### src/rtl/flp_pkg.sv
package flp_pkg;
  localparam int WORD_W    = 16;
  localparam int BURST_POS = 33;
  localparam int ABIL_W    = 4;
  localparam int ABIL_LSB  = 5;
  localparam int ACK_BIT   = 14;
  localparam logic [4:0] SELECTOR = 5'b00001;

  typedef enum logic {RX_IDLE, RX_RUN} rx_state_e;

  typedef struct packed {
    logic ok;
    logic spd100;
    logic fdx;
  } mode_t;

  // common[3]=100F, [2]=100H, [1]=10F, [0]=10H
  function automatic mode_t pick_mode(input logic [ABIL_W-1:0] common);
    mode_t m;
    m = '0;
    if (common[3])      m = '{ok: 1'b1, spd100: 1'b1, fdx: 1'b1};
    else if (common[2]) m = '{ok: 1'b1, spd100: 1'b1, fdx: 1'b0};
    else if (common[1]) m = '{ok: 1'b1, spd100: 1'b0, fdx: 1'b1};
    else if (common[0]) m = '{ok: 1'b1, spd100: 1'b0, fdx: 1'b0};
    return m;
  endfunction
endpackage

### src/rtl/flp_tick_gen.sv
module flp_tick_gen #(
  parameter int DIV = 125
) (
  input  logic clk_i,
  input  logic rst_ni,
  output logic tick_o
);
  generate
    if (DIV <= 1) begin : g_pass
      assign tick_o = 1'b1;
    end else begin : g_div
      localparam int CW = $clog2(DIV);
      logic [CW-1:0] cnt_q;
      always_ff @(posedge clk_i or negedge rst_ni) begin
        if (!rst_ni)                     cnt_q <= '0;
        else if (cnt_q == CW'(DIV - 1))  cnt_q <= '0;
        else                             cnt_q <= cnt_q + 1'b1;
      end
      assign tick_o = (cnt_q == CW'(DIV - 1));
    end
  endgenerate
endmodule

### src/rtl/flp_burst_tx.sv
module flp_burst_tx
  import flp_pkg::*;
#(
  parameter int SLOT_TICKS  = 50,
  parameter int BURST_SLOTS = 256
) (
  input  logic              clk_i,
  input  logic              rst_ni,
  input  logic              tick_i,
  input  logic [WORD_W-1:0] word_i,
  output logic              pulse_o
);
  localparam int SW = (SLOT_TICKS > 1) ? $clog2(SLOT_TICKS) : 1;
  localparam int PW = $clog2(BURST_SLOTS);

  logic [SW-1:0]     slot_q;
  logic [PW-1:0]     pos_q;
  logic [WORD_W-1:0] word_q;
  logic              at_pos, in_burst, data_bit;

  assign at_pos   = tick_i && (slot_q == '0);
  assign in_burst = (pos_q < PW'(BURST_POS));
  assign data_bit = word_q[pos_q[4:1]];

  always_ff @(posedge clk_i or negedge rst_ni) begin
    if (!rst_ni) begin
      slot_q  <= '0;
      pos_q   <= '0;
      word_q  <= '0;
      pulse_o <= 1'b0;
    end else begin
      pulse_o <= at_pos && in_burst && (!pos_q[0] || data_bit);
      // word is frozen at the first clock so a mid-burst change cannot tear it
      if (at_pos && pos_q == '0) word_q <= word_i;
      if (tick_i) begin
        if (slot_q == SW'(SLOT_TICKS - 1)) begin
          slot_q <= '0;
          pos_q  <= (pos_q == PW'(BURST_SLOTS - 1)) ? '0 : pos_q + 1'b1;
        end else begin
          slot_q <= slot_q + 1'b1;
        end
      end
    end
  end
endmodule

### src/rtl/flp_burst_rx.sv
module flp_burst_rx
  import flp_pkg::*;
#(
  parameter int SLOT_TICKS = 50
) (
  input  logic              clk_i,
  input  logic              rst_ni,
  input  logic              tick_i,
  input  logic              pulse_i,
  output logic [WORD_W-1:0] word_o,
  output logic              valid_o
);
  localparam int WIN     = SLOT_TICKS / 4;
  localparam int DATA_LO = SLOT_TICKS - WIN;
  localparam int DATA_HI = SLOT_TICKS + WIN;
  localparam int CLK_LO  = 2 * SLOT_TICKS - WIN;
  localparam int CLK_HI  = 2 * SLOT_TICKS + WIN;
  localparam int CNT_MAX = CLK_HI + 1;
  localparam int CW      = $clog2(CNT_MAX + 1);

  rx_state_e         state_q;
  logic [CW-1:0]     cnt_q;
  logic [3:0]        bits_q;
  logic              dseen_q;
  logic [WORD_W-1:0] sr_q;
  logic              in_data, in_clk;

  assign in_data = (cnt_q >= CW'(DATA_LO)) && (cnt_q <= CW'(DATA_HI));
  assign in_clk  = (cnt_q >= CW'(CLK_LO))  && (cnt_q <= CW'(CLK_HI));

  always_ff @(posedge clk_i or negedge rst_ni) begin
    if (!rst_ni) begin
      state_q <= RX_IDLE;
      cnt_q   <= '0;
      bits_q  <= '0;
      dseen_q <= 1'b0;
      sr_q    <= '0;
      word_o  <= '0;
      valid_o <= 1'b0;
    end else begin
      valid_o <= 1'b0;
      if (tick_i && cnt_q != CW'(CNT_MAX)) cnt_q <= cnt_q + 1'b1;
      unique case (state_q)
        RX_IDLE: begin
          if (pulse_i) begin
            state_q <= RX_RUN;
            cnt_q   <= '0;
            bits_q  <= '0;
            dseen_q <= 1'b0;
          end
        end
        RX_RUN: begin
          if (pulse_i) begin
            if (in_data && !dseen_q) begin
              dseen_q <= 1'b1;
            end else if (in_clk) begin
              sr_q    <= {dseen_q, sr_q[WORD_W-1:1]};
              cnt_q   <= '0;
              dseen_q <= 1'b0;
              bits_q  <= bits_q + 1'b1;
              if (bits_q == 4'd15) begin
                valid_o <= 1'b1;
                word_o  <= {dseen_q, sr_q[WORD_W-1:1]};
                state_q <= RX_IDLE;
              end
            end else begin
              state_q <= RX_IDLE;  // off-window pulse: drop partial word
            end
          end else if (cnt_q > CW'(CLK_HI)) begin
            state_q <= RX_IDLE;
          end
        end
        default: state_q <= RX_IDLE;
      endcase
    end
  end
endmodule

### src/rtl/flp_arbiter.sv
module flp_arbiter
  import flp_pkg::*;
(
  input  logic              clk_i,
  input  logic              rst_ni,
  input  logic              word_valid_i,
  input  logic [WORD_W-1:0] word_i,
  input  logic [ABIL_W-1:0] local_abil_i,
  output logic              ack_o,
  output logic              ready_o,
  output logic              spd100_o,
  output logic              fdx_o,
  output logic              fail_o
);
  logic [1:0]        match_q, match_n;
  logic [WORD_W-1:0] last_q;
  logic              ack_q, done_q;
  mode_t             res_q, mode;
  logic              sel_ok, same, hit;

  always_comb begin
    sel_ok  = (word_i[4:0] == SELECTOR);
    same    = (word_i == last_q) && (match_q != 2'd0);
    match_n = !same ? 2'd1 : (match_q == 2'd3) ? 2'd3 : match_q + 2'd1;
    hit     = word_valid_i && sel_ok && (match_n == 2'd3);
    mode    = pick_mode(local_abil_i & word_i[ABIL_LSB +: ABIL_W]);
  end

  always_ff @(posedge clk_i or negedge rst_ni) begin
    if (!rst_ni) begin
      match_q <= '0;
      last_q  <= '0;
      ack_q   <= 1'b0;
      done_q  <= 1'b0;
      res_q   <= '0;
    end else begin
      if (word_valid_i && sel_ok) begin
        match_q <= match_n;
        last_q  <= word_i;
      end
      if (hit) ack_q <= 1'b1;
      if (hit && word_i[ACK_BIT] && !done_q) begin
        done_q <= 1'b1;
        res_q  <= mode;
      end
    end
  end

  assign ack_o    = ack_q;
  assign ready_o  = done_q && res_q.ok;
  assign fail_o   = done_q && !res_q.ok;
  assign spd100_o = res_q.spd100;
  assign fdx_o    = res_q.fdx;
endmodule

### src/rtl/flp_autoneg.sv
module flp_autoneg
  import flp_pkg::*;
#(
  parameter int TICK_DIV    = 125,
  parameter int SLOT_TICKS  = 50,
  parameter int BURST_SLOTS = 256
) (
  input  logic              clk_i,
  input  logic              rst_ni,
  input  logic [ABIL_W-1:0] adv_abil_i,
  input  logic              flp_rx_i,
  output logic              flp_tx_o,
  output logic              link_ready_o,
  output logic              speed_100_o,
  output logic              full_duplex_o,
  output logic              no_common_o
);
  logic              tick;
  logic              ack_sent;
  logic              rx_valid;
  logic [WORD_W-1:0] rx_word, tx_word;

  assign tx_word = {1'b0, ack_sent, 5'b0, adv_abil_i, SELECTOR};

  flp_tick_gen #(.DIV(TICK_DIV)) i_tick (
    .clk_i (clk_i), .rst_ni(rst_ni), .tick_o(tick)
  );

  flp_burst_tx #(.SLOT_TICKS(SLOT_TICKS), .BURST_SLOTS(BURST_SLOTS)) i_tx (
    .clk_i(clk_i), .rst_ni(rst_ni), .tick_i(tick), .word_i(tx_word), .pulse_o(flp_tx_o)
  );

  flp_burst_rx #(.SLOT_TICKS(SLOT_TICKS)) i_rx (
    .clk_i(clk_i), .rst_ni(rst_ni), .tick_i(tick), .pulse_i(flp_rx_i),
    .word_o(rx_word), .valid_o(rx_valid)
  );

  flp_arbiter i_arb (
    .clk_i(clk_i), .rst_ni(rst_ni), .word_valid_i(rx_valid), .word_i(rx_word),
    .local_abil_i(adv_abil_i), .ack_o(ack_sent), .ready_o(link_ready_o),
    .spd100_o(speed_100_o), .fdx_o(full_duplex_o), .fail_o(no_common_o)
  );
endmodule

### config.mk
export PLATFORM = sky130hd
export DESIGN_NAME = flp_autoneg
export DESIGN_NICKNAME = d
export VERILOG_FILES = /design/src/rtl/flp_pkg.sv /design/src/rtl/flp_tick_gen.sv /design/src/rtl/flp_burst_tx.sv /design/src/rtl/flp_burst_rx.sv /design/src/rtl/flp_arbiter.sv /design/src/rtl/flp_autoneg.sv
export SDC_FILE = /design/constraint.sdc
export NUM_CORES = 1
export LEC_CHECK = 0
export BUFFER_PORTS_ARGS = -buffer_cell sky130_fd_sc_hd__buf_4
export CORE_UTILIZATION = 56
export DETAILED_ROUTE_END_ITERATION = 8
export GPL_ROUTABILITY_DRIVEN = 1
export GPL_TIMING_DRIVEN = 0
export PLACE_DENSITY_LB_ADDON = 0.1
export SKIP_CTS_REPAIR_TIMING = 1
export SYNTH_ARGS = -nofsm -noshare
export SYNTH_HDL_FRONTEND = slang
export SYNTH_SLANG_ARGS = --single-unit
### constraint.sdc
create_clock -name clk_i -period 3.05 [get_ports clk_i]
set_input_delay 0.4575 -clock clk_i [delete_from_list [all_inputs] [get_ports clk_i]]
set_output_delay 0.4575 -clock clk_i [all_outputs]
set_load 0.05 [all_outputs]
==> flow_summary.yaml <==
floorplan:
  start_util_pct: 58.1
  fp.dieH_um: 91.5
  die_x_um: 91.5
  die-area_um2: 8380
  io_pins: 12
  core-area_um2: 7730
  num_rows: 32
flow_run:
  max-cap-violations: 0
setup_path:
  crit_family: "simple AND/OR/NAND/NOR gates"
  cp-start-kind: "flop"
  cpMaxStageDelayCell: "nor3_2"
  r2r-start: "i_rx.cnt_q[2]$_DFF_PN0_"
  r2r_cells: 7
  crit_type: "reg -> reg"
  crit_buf_inv: 2
  cp-end-kind: "flop"
  slowest_delay_ns: 0.50
  r2r_slack_ns: 0.62
  crit_path_cell_trace: "nor2_1, a41oi_1, nor3_2, and2_1, buf_2, buf_4, mux2_2"
  path_max_fanout: 10
  r2r-end: "i_rx.word_o[8]$_DFFE_PN0P_"
  crit_arrival_ns: 2.68
  crit_required_ns: 3.30
cells_and_area:
  final_cell_area_um2: 4900
  synthToLayoutAreaGrowth_pct: 9.20
  drive_gt1_share_pct: 21.7
  fillers: 615
  ff_latch_area_um2: 2400
  nets: 423
  final_core_util_pct: 63.4
  final_cells: 512
  multi_input_area_um2: 1980
  antenna_cells: 0
synth:
  synth_ff_type: "dfrtp_1"
  synth_cell_type_count: 57
  syn_inst: 384
  synth_fp_nets: 402
  yosysTopAreaCell: "dfrtp_1"
  synth_top_area_share_pct: 53.5
  synth_area_leaders: "dfrtp_1, mux2_2, xor2_1, ha_1, nand3_1"
  synth_commonest_cells: "dfrtp_1, mux2_2, nand2_1, nor2_1, xor2_1"
  synth_edf_count: 0
  syn-cell-area_um2: 4490
  async_flop_share_pct: 100
  synth_seq_area_share_pct: 53.5
  synth-warning-count: 0
  post-synth-top-count-cell: "dfrtp_1"
  synth-seq-cells: 96
  synth_area_per_cell_um2: 11.7
pwr:
  power_density_nw_per_um2: 458
  finalPower_mw: 2.24
  vdd_drop_max_mv: 0.300
  p_leak_nw: 2.45
global_route:
  grt_first_pass_wirelength_um: 12700
  grt_max_degree: 97
  antenna_found_initial: 0
  grt_pass1_vias: 2717
  grt_use_total_pct: 19.4
  overflow: 0
cts:
  root_buffer: "clkbuf_8"
  clk_pin_slew_ns: 0.10
  cts_sinks: 96
  cts_tree: "yes"
  cts_max_level: 3
  clk_latency_ns: 0.36
  numCtsBuffers: 9
  cts_buffer_depth: 2
timing:
  rsz0062_at_grt: "false"
  worst_pin_slew_ns: 1.17
  worst_slack_ns: 0.620
  fin_crit_sh_pct: 79.7
  setup_viol: 0
  report.final.slew_viol_count: 0
  fmax_mhz: 412
  fin_crit_ns: 2.43
  setup-tns-final_ns: 0
  relSlewSlack_pct: 22.1
  finClkSkew_ns: 0.00831
  hold_slack_ns: 0.306
  hold_violations: 0
worst_hold_path:
  hp-class: "in -> async"
placed_design:
  place_area_um2: 4690
  place_inst: 496
  dp_hpwl_um: 4950
  port-buffer-count: 10
  globalplace.congestion: 0.765
  pre_cts_ws_ns: 0.541
detailed_routing:
  drtAntennaViolNets: 0
  drtIter0Drc: 107
  avgViaCountPerCell: 5.51
  first_pass_iters: 4
  wl_um: 7210
  route.detailed.drc: 0
  wl_per_cell_um: 14.1
  vias: 2822
run_status:
  status: "finished clean"
[kinds of logic after synthesis]
logic type | share of synthesized area (%)
fa+ha+maj | 3.07
compound gates | 6.44
mux | 13.2
simple gates | 15.5
xor+xnor | 5.85
flops | 53.5
buf+inv | 2.40
[layout by cell type, fill, tap and decap left out, types with 7 or more instances in the layout]
master    count
xor2_1       24
nand2_1      27
dfrtp_1      96
mux2_2       46
nor2_1       24
and2_1        7
nand2b_1      7
o21ai_0      12
clkbuf_1      7
inv_1        10
buf_4        11
clkbuf_8      9
ha_1         11
nand3_1      21
[sequential cells by signal, summed over array words and instances (netlist names), 6 cells and up]
name	flops
i_rx.word_o	16
i_tx.pos_q	8
i_rx.sr_q	15
i_tick.g_div.cnt_q	7
i_rx.cnt_q	7
i_tx.slot_q	6
i_arb.last_q	16
i_tx.word_q	6
[metal layers]
metal | wire length [µm] | track usage (%) | up-vias
li1 | - | - | 1403
met1 | 3630 | 27.4 | 1392
met2 | 3300 | 29.3 | 18
met3 | 172 | 4.52 | 9
met4 | 102 | 6.75 | 0
met5 | 0 | 0 | -
[worst max path at each step]
| stage | start | endpoint | slack (ns) | cells past startpoint |
|---|---|---|---|---|
| detailed placement | flp_rx_i | i_rx.word_o[8]$_DFFE_PN0P_ | 0.54 | 7 |
| global placement | flp_rx_i | i_rx.word_o[9]$_DFFE_PN0P_ | 0.60 | 7 |
| finish | i_rx.cnt_q[2]$_DFF_PN0_ | i_rx.word_o[8]$_DFFE_PN0P_ | 0.62 | 7 |
| floorplan | i_tick.g_div.cnt_q[0]$_DFF_PN0_ | i_tx.word_q[14]$_DFFE_PN0P_ | 0.82 | 9 |
| CTS | i_rx.cnt_q[2]$_DFF_PN0_ | i_rx.word_o[8]$_DFFE_PN0P_ | 0.60 | 7 |
| global route | i_rx.state_q$_DFF_PN0_ | i_rx.word_o[8]$_DFFE_PN0P_ | 0.40 | 7 |
[worst reg2reg max path, delay by kind of cell, from the launching register on]
kind | cells | cell delay (ns)
and+or+nand+nor | 3 | 0.86
DFF | 1 | 0.44
buffers and inverters | 2 | 0.44
muxes | 1 | 0.36
AOI/OAI and AO/OA | 1 | 0.24
[where the power goes]
group	internal [mW]	switching (mW)	leakage, nW
clock network	0.398	0.473	0.104
registers	1.29	0.0155	1.31
logic	0.0230	0.0471	1.04
[area by class of cell]
type | instances | share of cell area [%]
flip-flops and latches | 96 | 49.0
multi-input cells | 265 | 40.4
clock inverters | 7 | 1.76
inverters | 10 | 0.766
clock buffers | 9 | 2.53
well taps | 102 | 2.60
repair buffers | 10 | 1.53
plain buffers | 13 | 1.43
Note: power is estimated with default switching activity, not from simulation.
